<file path="src/rtl/rtc_cal_pkg.sv">
package rtc_cal_pkg;

    typedef enum logic [1:0] {
        ST_IDLE,
        ST_ADVANCE,
        ST_PUBLISH,
        ST_LOAD
    } seq_state_t;

    localparam int CLK_BYTES   = 8;
    localparam int CTRL_WR_BIT = 7;
    localparam int CTRL_RD_BIT = 6;

    function automatic logic [7:0] bcd_inc(input logic [7:0] v);
        logic [7:0] r;
        if (v[3:0] >= 4'd9) r = {v[7:4] + 4'd1, 4'd0};
        else                r = {v[7:4], v[3:0] + 4'd1};
        return r;
    endfunction

endpackage

</file>
<file path="src/rtl/rtc_bcd_step.sv">
module rtc_bcd_step #(
    parameter logic [7:0] WRAP = 8'h00
) (
    input  logic [7:0] val,
    input  logic [7:0] lim,
    input  logic       en,
    output logic [7:0] nxt,
    output logic       carry
);
    import rtc_cal_pkg::*;

    logic at_end;

    always_comb begin
        at_end = (val >= lim);
        if (!en)         nxt = val;
        else if (at_end) nxt = WRAP;
        else             nxt = bcd_inc(val);
        carry = en && at_end;
    end

endmodule

</file>
<file path="src/rtl/rtc_month_len.sv">
module rtc_month_len (
    input  logic [7:0] month,
    input  logic [7:0] year,
    output logic [7:0] last_day
);
    logic [1:0] yr_mod4;
    logic       leap;

    always_comb begin
        yr_mod4 = {year[4], 1'b0} + year[1:0];
        leap    = (yr_mod4 == 2'd0);
        unique case (month)
            8'h02:                      last_day = leap ? 8'h29 : 8'h28;
            8'h04, 8'h06, 8'h09, 8'h11: last_day = 8'h30;
            default:                    last_day = 8'h31;
        endcase
    end

endmodule

</file>
<file path="src/rtl/rtc_advance.sv">
module rtc_advance (
    input  logic [63:0] cur,
    output logic [63:0] nxt
);
    logic [7:0] mlen;
    logic c_sec, c_min, c_hour, c_date, c_month, c_year, c_cent;
    logic [7:0] dow_cur, dow_nxt;

    rtc_bcd_step #(.WRAP(8'h00)) u_sec (
        .val(cur[7:0]),   .lim(8'h59), .en(1'b1),
        .nxt(nxt[7:0]),   .carry(c_sec));
    rtc_bcd_step #(.WRAP(8'h00)) u_min (
        .val(cur[15:8]),  .lim(8'h59), .en(c_sec),
        .nxt(nxt[15:8]),  .carry(c_min));
    rtc_bcd_step #(.WRAP(8'h00)) u_hour (
        .val(cur[23:16]), .lim(8'h23), .en(c_min),
        .nxt(nxt[23:16]), .carry(c_hour));

    rtc_month_len u_mlen (
        .month(cur[47:40]), .year(cur[55:48]), .last_day(mlen));

    rtc_bcd_step #(.WRAP(8'h01)) u_date (
        .val(cur[39:32]), .lim(mlen),  .en(c_hour),
        .nxt(nxt[39:32]), .carry(c_date));
    rtc_bcd_step #(.WRAP(8'h01)) u_month (
        .val(cur[47:40]), .lim(8'h12), .en(c_date),
        .nxt(nxt[47:40]), .carry(c_month));
    rtc_bcd_step #(.WRAP(8'h00)) u_year (
        .val(cur[55:48]), .lim(8'h99), .en(c_month),
        .nxt(nxt[55:48]), .carry(c_year));
    rtc_bcd_step #(.WRAP(8'h00)) u_cent (
        .val(cur[63:56]), .lim(8'h99), .en(c_year),
        .nxt(nxt[63:56]), .carry(c_cent));

    // Day of week runs alongside the date, 1..7
    assign dow_cur = cur[31:24];
    always_comb begin
        if (!c_hour)                                dow_nxt = dow_cur;
        else if (dow_cur >= 8'h07 || dow_cur == 0)  dow_nxt = 8'h01;
        else                                        dow_nxt = dow_cur + 8'h01;
    end
    assign nxt[31:24] = dow_nxt;

endmodule

</file>
<file path="src/rtl/rtc_seq_fsm.sv">
module rtc_seq_fsm (
    input  logic clk,
    input  logic rst_n,
    input  logic tick,
    input  logic load_req,
    input  logic hold,
    output logic do_adv,
    output logic do_pub,
    output logic do_load
);
    import rtc_cal_pkg::*;

    seq_state_t state_q, state_d;
    logic tick_pend_q, tick_pend_d;
    logic load_pend_q, load_pend_d;
    logic pub_pend_q,  pub_pend_d;

    always_ff @(posedge clk or negedge rst_n) begin
        if (!rst_n) begin
            state_q     <= ST_IDLE;
            tick_pend_q <= 1'b0;
            load_pend_q <= 1'b0;
            pub_pend_q  <= 1'b0;
        end else begin
            state_q     <= state_d;
            tick_pend_q <= tick_pend_d;
            load_pend_q <= load_pend_d;
            pub_pend_q  <= pub_pend_d;
        end
    end

    always_comb begin
        state_d     = state_q;
        do_adv      = 1'b0;
        do_pub      = 1'b0;
        do_load     = 1'b0;
        tick_pend_d = tick_pend_q | tick;
        load_pend_d = load_pend_q | load_req;
        pub_pend_d  = pub_pend_q;
        unique case (state_q)
            ST_IDLE: begin
                if (load_pend_q) begin
                    state_d = ST_LOAD;
                end else if (tick_pend_d) begin
                    state_d     = ST_ADVANCE;
                    tick_pend_d = 1'b0;
                end else if (pub_pend_q && !hold) begin
                    state_d = ST_PUBLISH;
                end
            end
            ST_ADVANCE: begin
                do_adv  = 1'b1;
                state_d = ST_PUBLISH;
            end
            ST_PUBLISH: begin
                if (hold) begin
                    pub_pend_d = 1'b1;
                end else begin
                    do_pub     = 1'b1;
                    pub_pend_d = 1'b0;
                end
                state_d = ST_IDLE;
            end
            ST_LOAD: begin
                do_load     = 1'b1;
                load_pend_d = load_req;
                pub_pend_d  = 1'b0;
                state_d     = ST_IDLE;
            end
            default: state_d = ST_IDLE;
        endcase
    end

    assert_adv_to_pub_R2: assert property (@(posedge clk) disable iff (!rst_n)
        state_q == ST_ADVANCE |=> state_q == ST_PUBLISH);
    assert_one_action_R2: assert property (@(posedge clk) disable iff (!rst_n)
        $onehot0({do_adv, do_pub, do_load}));
    assert_load_first_R9: assert property (@(posedge clk) disable iff (!rst_n)
        (state_q == ST_IDLE && load_pend_q) |=> state_q == ST_LOAD);

endmodule

</file>
<file path="src/rtl/rtc_calendar_bank.sv">
module rtc_calendar_bank #(
    parameter int         ADDR_W      = 4,
    parameter logic [7:0] RST_CENTURY = 8'h20,
    parameter logic [7:0] RST_YEAR    = 8'h00
) (
    input  logic              clk,
    input  logic              rst_n,
    input  logic              tick_1hz,
    input  logic              host_wr,
    input  logic [ADDR_W-1:0] host_addr,
    input  logic [7:0]        host_wdata,
    output logic [7:0]        host_rdata
);
    import rtc_cal_pkg::*;

    localparam int          NBYTES   = CLK_BYTES;
    localparam int          TW       = 8 * NBYTES;
    localparam logic [TW-1:0] RST_TIME =
        {RST_CENTURY, RST_YEAR, 8'h01, 8'h01, 8'h01, 8'h00, 8'h00, 8'h00};

    logic [7:0]    ctrl_q;
    logic [TW-1:0] cnt_q, cnt_nxt, vis_bus;
    logic          do_adv, do_pub, do_load;
    logic          ctrl_wr, load_req, hold;

    assign ctrl_wr  = host_wr && (host_addr == '0);
    assign load_req = ctrl_wr && ctrl_q[CTRL_WR_BIT] && !host_wdata[CTRL_WR_BIT];
    assign hold     = ctrl_q[CTRL_WR_BIT] | ctrl_q[CTRL_RD_BIT];

    always_ff @(posedge clk or negedge rst_n) begin
        if (!rst_n)       ctrl_q <= 8'h00;
        else if (ctrl_wr) ctrl_q <= host_wdata;
    end

    rtc_seq_fsm u_seq (
        .clk(clk), .rst_n(rst_n), .tick(tick_1hz), .load_req(load_req),
        .hold(hold), .do_adv(do_adv), .do_pub(do_pub), .do_load(do_load));

    rtc_advance u_adv (.cur(cnt_q), .nxt(cnt_nxt));

    always_ff @(posedge clk or negedge rst_n) begin
        if (!rst_n)       cnt_q <= RST_TIME;
        else if (do_load) cnt_q <= vis_bus;
        else if (do_adv)  cnt_q <= cnt_nxt;
    end

    // Visible bank: host write wins over a refresh in the same cycle
    for (genvar i = 0; i < NBYTES; i++) begin : g_vis
        logic [7:0] byte_q;
        logic       sel;
        assign sel = host_wr && (host_addr == ADDR_W'(i + 1));
        always_ff @(posedge clk or negedge rst_n) begin
            if (!rst_n)      byte_q <= RST_TIME[8*i +: 8];
            else if (sel)    byte_q <= host_wdata;
            else if (do_pub) byte_q <= cnt_q[8*i +: 8];
        end
        assign vis_bus[8*i +: 8] = byte_q;
    end

    always_comb begin
        host_rdata = 8'h00;
        if (host_addr == '0) host_rdata = ctrl_q;
        for (int i = 0; i < NBYTES; i++) begin
            if (host_addr == ADDR_W'(i + 1)) host_rdata = vis_bus[8*i +: 8];
        end
    end

    assert_advance_moves_R2: assert property (@(posedge clk) disable iff (!rst_n)
        do_adv |=> cnt_q != $past(cnt_q));
    assert_freeze_stable_R8: assert property (@(posedge clk) disable iff (!rst_n)
        (ctrl_q[CTRL_RD_BIT] && !host_wr) |=> $stable(vis_bus));
    assert_hold_stable_R9: assert property (@(posedge clk) disable iff (!rst_n)
        (ctrl_q[CTRL_WR_BIT] && !host_wr) |=> $stable(vis_bus));
    assert_load_copy_R9: assert property (@(posedge clk) disable iff (!rst_n)
        do_load |=> cnt_q == $past(vis_bus));
    assert_unmapped_zero_R11: assert property (@(posedge clk) disable iff (!rst_n)
        (host_addr > ADDR_W'(NBYTES)) |-> host_rdata == 8'h00);

endmodule

</file>
<file path="config.mk">
export PLATFORM = sky130hd
export DESIGN_NAME = rtc_calendar_bank
export DESIGN_NICKNAME = d
export VERILOG_FILES = /design/src/rtl/rtc_cal_pkg.sv /design/src/rtl/rtc_bcd_step.sv /design/src/rtl/rtc_month_len.sv /design/src/rtl/rtc_advance.sv /design/src/rtl/rtc_seq_fsm.sv /design/src/rtl/rtc_calendar_bank.sv
export SDC_FILE = /design/constraint.sdc
export NUM_CORES = 1
export LEC_CHECK = 0
export ABC_AREA = 1
export BUFFER_PORTS_ARGS = -buffer_cell sky130_fd_sc_hd__buf_2
export CORE_AREA = 10 10 191 103
export CTS_CLUSTER_DIAMETER = 40
export DETAILED_ROUTE_END_ITERATION = 6
export DIE_AREA = 0 0 201 113
export HOLD_SLACK_MARGIN = 0.12
export PLACE_DENSITY = 0.78
export SLEW_MARGIN = 0
export SYNTH_ARGS = -nofsm -noshare
export SYNTH_HDL_FRONTEND = slang
export SYNTH_SLANG_ARGS = --single-unit
</file>
<file path="constraint.sdc">
create_clock -name clk -period 3.4 [get_ports clk]
set_input_delay 0.34 -clock clk [delete_from_list [all_inputs] [get_ports clk]]
set_output_delay 0.34 -clock clk [all_outputs]
set_load 0.03 [all_outputs]
</file>
==> summary.md <==
| Metric | Value |
|---|---|
| Core Region | 0.0162 mm² |
| Cells after DPL | 1300 |
| Mux cell area share after synthesis | 0.270% |
| Fmax | 0.329 GHz |
| Crit Path Category | flip-flop to flip-flop |
| Post-Syn Instances | 1074 |
| Synth Cell Area | 0.00835 mm² |
| Die Y-Extent | 113 µm |
| Row count | 33 |
| Clock Path Buffers | 2 |
| Largest area contributor in the netlist | dfrtp_1 |
| DR pass1 iterations | 6 |
| Synth Area in Simple Gates | 24.0% |
| FF+latch count, synth | 141 |
| Worst r2r dst | cnt_q[39] |
| Adder-cell area share of the yosys netlist | 6.29% |
| All-layer global routing usage | 20.8% |
| Vias | 7803 |
| PD cells | 799 mW/mm² |
| Max Transition Viols Final | 0 |
| Layout cell share with drive strength beyond 1 | 8.86% |
| Post-synthesis compound-gate area fraction | 16.9% |
| Hold Buf Count CTS | 1 |
| Post-synthesis cell type count | 39 |
| Gpl congestion | 0.994 |
| Final Util | 57.6% |
| Crit path arrival time | 3.39 ns |
| Worst hold margin | 0.205 ns |
| R2R setup slack | 0.36 ns |
| Non-Filler Instances | 1333 |
| Area Overhead vs Synth | 11.9% |
| Final Cell Area | 0.00934 mm² |
| VDD IR max | 0.000427 V |
| Final Critical Period | 3.04 ns |
| Synth top cells by count | 240 x nand2_1, 140 x inv_1, 133 x dfrtp_1 |
| CP Max Fanout | 6 |
| CP endpoint | cnt_q[39] |
| IO buf count | 23 |
| Top_reg_cell synth | dfrtp_1 |
| Gr ovfl total | 0 |
| Syn nets | 1132 |
| Total wire length | 23600 µm |
| Fin Setup TNS | 0 ns |
| RSZ-0062 raised after global routing | no |
| Hold Crit Class | input port to flip-flop |
| Fin worst setup slack | 0.362 ns |
| Main combinational cell family by area after synthesis | simple AND/OR/NAND/NOR gates |
| Reg2reg start | cnt_q[40] |
| Clk_skew | 0.0112 ns |
| Post-synthesis sequential area ratio | 42.4% |
| Number of buffers created by CTS | 17 |
| Worst-Skew Late Latency | 0.43 ns |
| Share of the synthesized area in the top cell type | 39.9% |
| Setup WS pre-CTS | 0.447 ns |
| Final Net Count | 1151 |
| HPWL Detailed | 16700 µm |
| H-tree levels | 4 |
| Post-CTS Resized | 0 |
| Slew headroom | 32.0% |
| CP Data Required Time | 3.75 ns |
| Tcrit/Tclk final | 89.3% |
| Drt initial violations | 814 |
| TritonCTS clock tree | built |
| Clock root cell | clkbuf_16 |
| Initial Utilization | 51.4% |
| Mean Syn Cell Area | 7.77 µm² |
| Antenna violations before repair | 0 |
| Setup crit start kind | flip-flop |
| Clk slew on worst S/H paths | 0.06 ns |
| Xor-xnor portion of the synthesized cell area | 1.99% |
| Slew @ Worst Pin | 1.02 ns |
| Most common cell in the netlist | nand2_1 |
| Routed vias/inst | 5.85 |
| First-pass GRT wire length | 38400 µm |
| Vias in the first global route | 7384 |
| Crit path from | cnt_q[40] |
| Io pins | 24 |
| Final setup fails | 0 |
| Status | complete, no violations |
| Max cap viols | 0 |
| # DRC | 0 |
| Yosys warns | 0 |
| Clock sinks | 141 |
| Crit end category | flip-flop |
| Final ANT Viol Nets | 0 |
| Top post-synthesis cells by area | dfrtp_1 40%, nand2_1 11%, o21ai_0 7.0% |
| Die Width | 201 µm |
| Leakage | 4.42 nW |
| Number of synthesized flops with an enable pin | 0 |
| R2R depth | 17 |
| Total power | 7.46 mW |
| Share of synthesized registers carrying an async set or reset | 100% |
| Number of diodes | 0 |
| Wire length per cell | 17.7 µm |
| Largest net degree at the start of global routing | 77 |
| Hold Vio Cnt, Final | 0 |
| Placed instance area | 0.00869 mm² |
| Post-CTS Setup Inserts | 0 |
| Die area | 0.0227 mm² |
[power by group]
part / total [mW] / internal [mW] / switching [mW]
sequential: 2.76 / 2.26 / 0.495
combinational: 2.66 / 0.852 / 1.81
clock: 2.04 / 1.30 / 0.742
[placed cells by master (no fill, tap or decap), types with 15 or more instances in the layout]
cell type    n
nand2_1    240
dfrtp_1    133
nand3_1     95
inv_1      140
clkbuf_16   17
nor2_1      75
a21oi_1     28
o21ai_0    117
ha_1        42
o22ai_1     15
o221ai_1    33
buf_2       22
[flip-flops by register name, summed over array words and instances (netlist names)]
signal / flops
cnt_q: 64
g_vis.byte_q: 64
ctrl_q: 8
u_seq.state_q: 2
u_seq.load_pend_q: 1
u_seq.pub_pend_q: 1
u_seq.tick_pend_q: 1
[per-layer routing]
| layer | wire [µm] | part of all wire [%] | vias up | track usage, % |
|---|---|---|---|---|
| met5 | 0 | 0 | - | 0 |
| met4 | 610 | 2.6 | 0 | 7.57 |
| met3 | 2140 | 9.1 | 64 | 4.10 |
| met2 | 10700 | 45 | 354 | 33.0 |
| met1 | 10200 | 43 | 3747 | 27.9 |
| li1 | - | - | 3638 | - |
[area by class of cell]
| cell class | count | area (µm²) |
|---|---|---|
| clock buffer | 21 | 480 |
| clock inverter | 11 | 163 |
| fill | 1401 | 6880 |
| inverter | 146 | 548 |
| multi-input combinational | 756 | 4130 |
| sequential | 141 | 3540 |
| tap | 227 | 284 |
| timing repair buffer | 31 | 196 |
[logic make-up (layout without fill, tap and decap cells)]
| logic type | Yosys count | after routing |
|---|---|---|
| flip-flops | 141 | 141 |
| XOR/XNOR | 19 | 19 |
| multiplexers | 2 | 2 |
| AND/OR/NAND/NOR | 457 | 457 |
| AO/OA/AOI/OAI | 236 | 236 |
| buffers and inverters | 177 | 209 |
| adder cells (fa/ha/maj) | 42 | 42 |
[critical path, stage by stage, from the launching register on]
cell and delay [ns]:
dfstp_2 0.58, inv_1 0.10, ha_1 0.23, o21ai_0 0.20, o21ai_0 0.13, nand3_1 0.09, nand2_1 0.07, a21oi_1 0.16
ha_1 0.26, nand2_1 0.08, nor2_1 0.04, nand2_1 0.07, nand4_1 0.23, nor2_1 0.43, nor2_4 0.07, inv_1 0.10
nand2_1 0.05, o21ai_1 0.07
[how the worst min path moves through the flow]
stage | depth (start not counted) | slack (ns) | startpoint | end
finish | 3 | 0.20 | host_wdata[3] | g_vis[6].byte_q[3]
global route | 3 | 0.25 | host_wdata[1] | g_vis[4].byte_q[1]
CTS | 3 | 0.21 | host_wdata[3] | g_vis[6].byte_q[3]
detailed placement | 1 | 0.43 | rst_n | cnt_q[9]
global placement | 1 | 0.41 | rst_n | cnt_q[8]
floorplan | 0 | 0.04 | rst_n | cnt_q[0]
No activity file was read; power rests on OpenSTA's default activity.
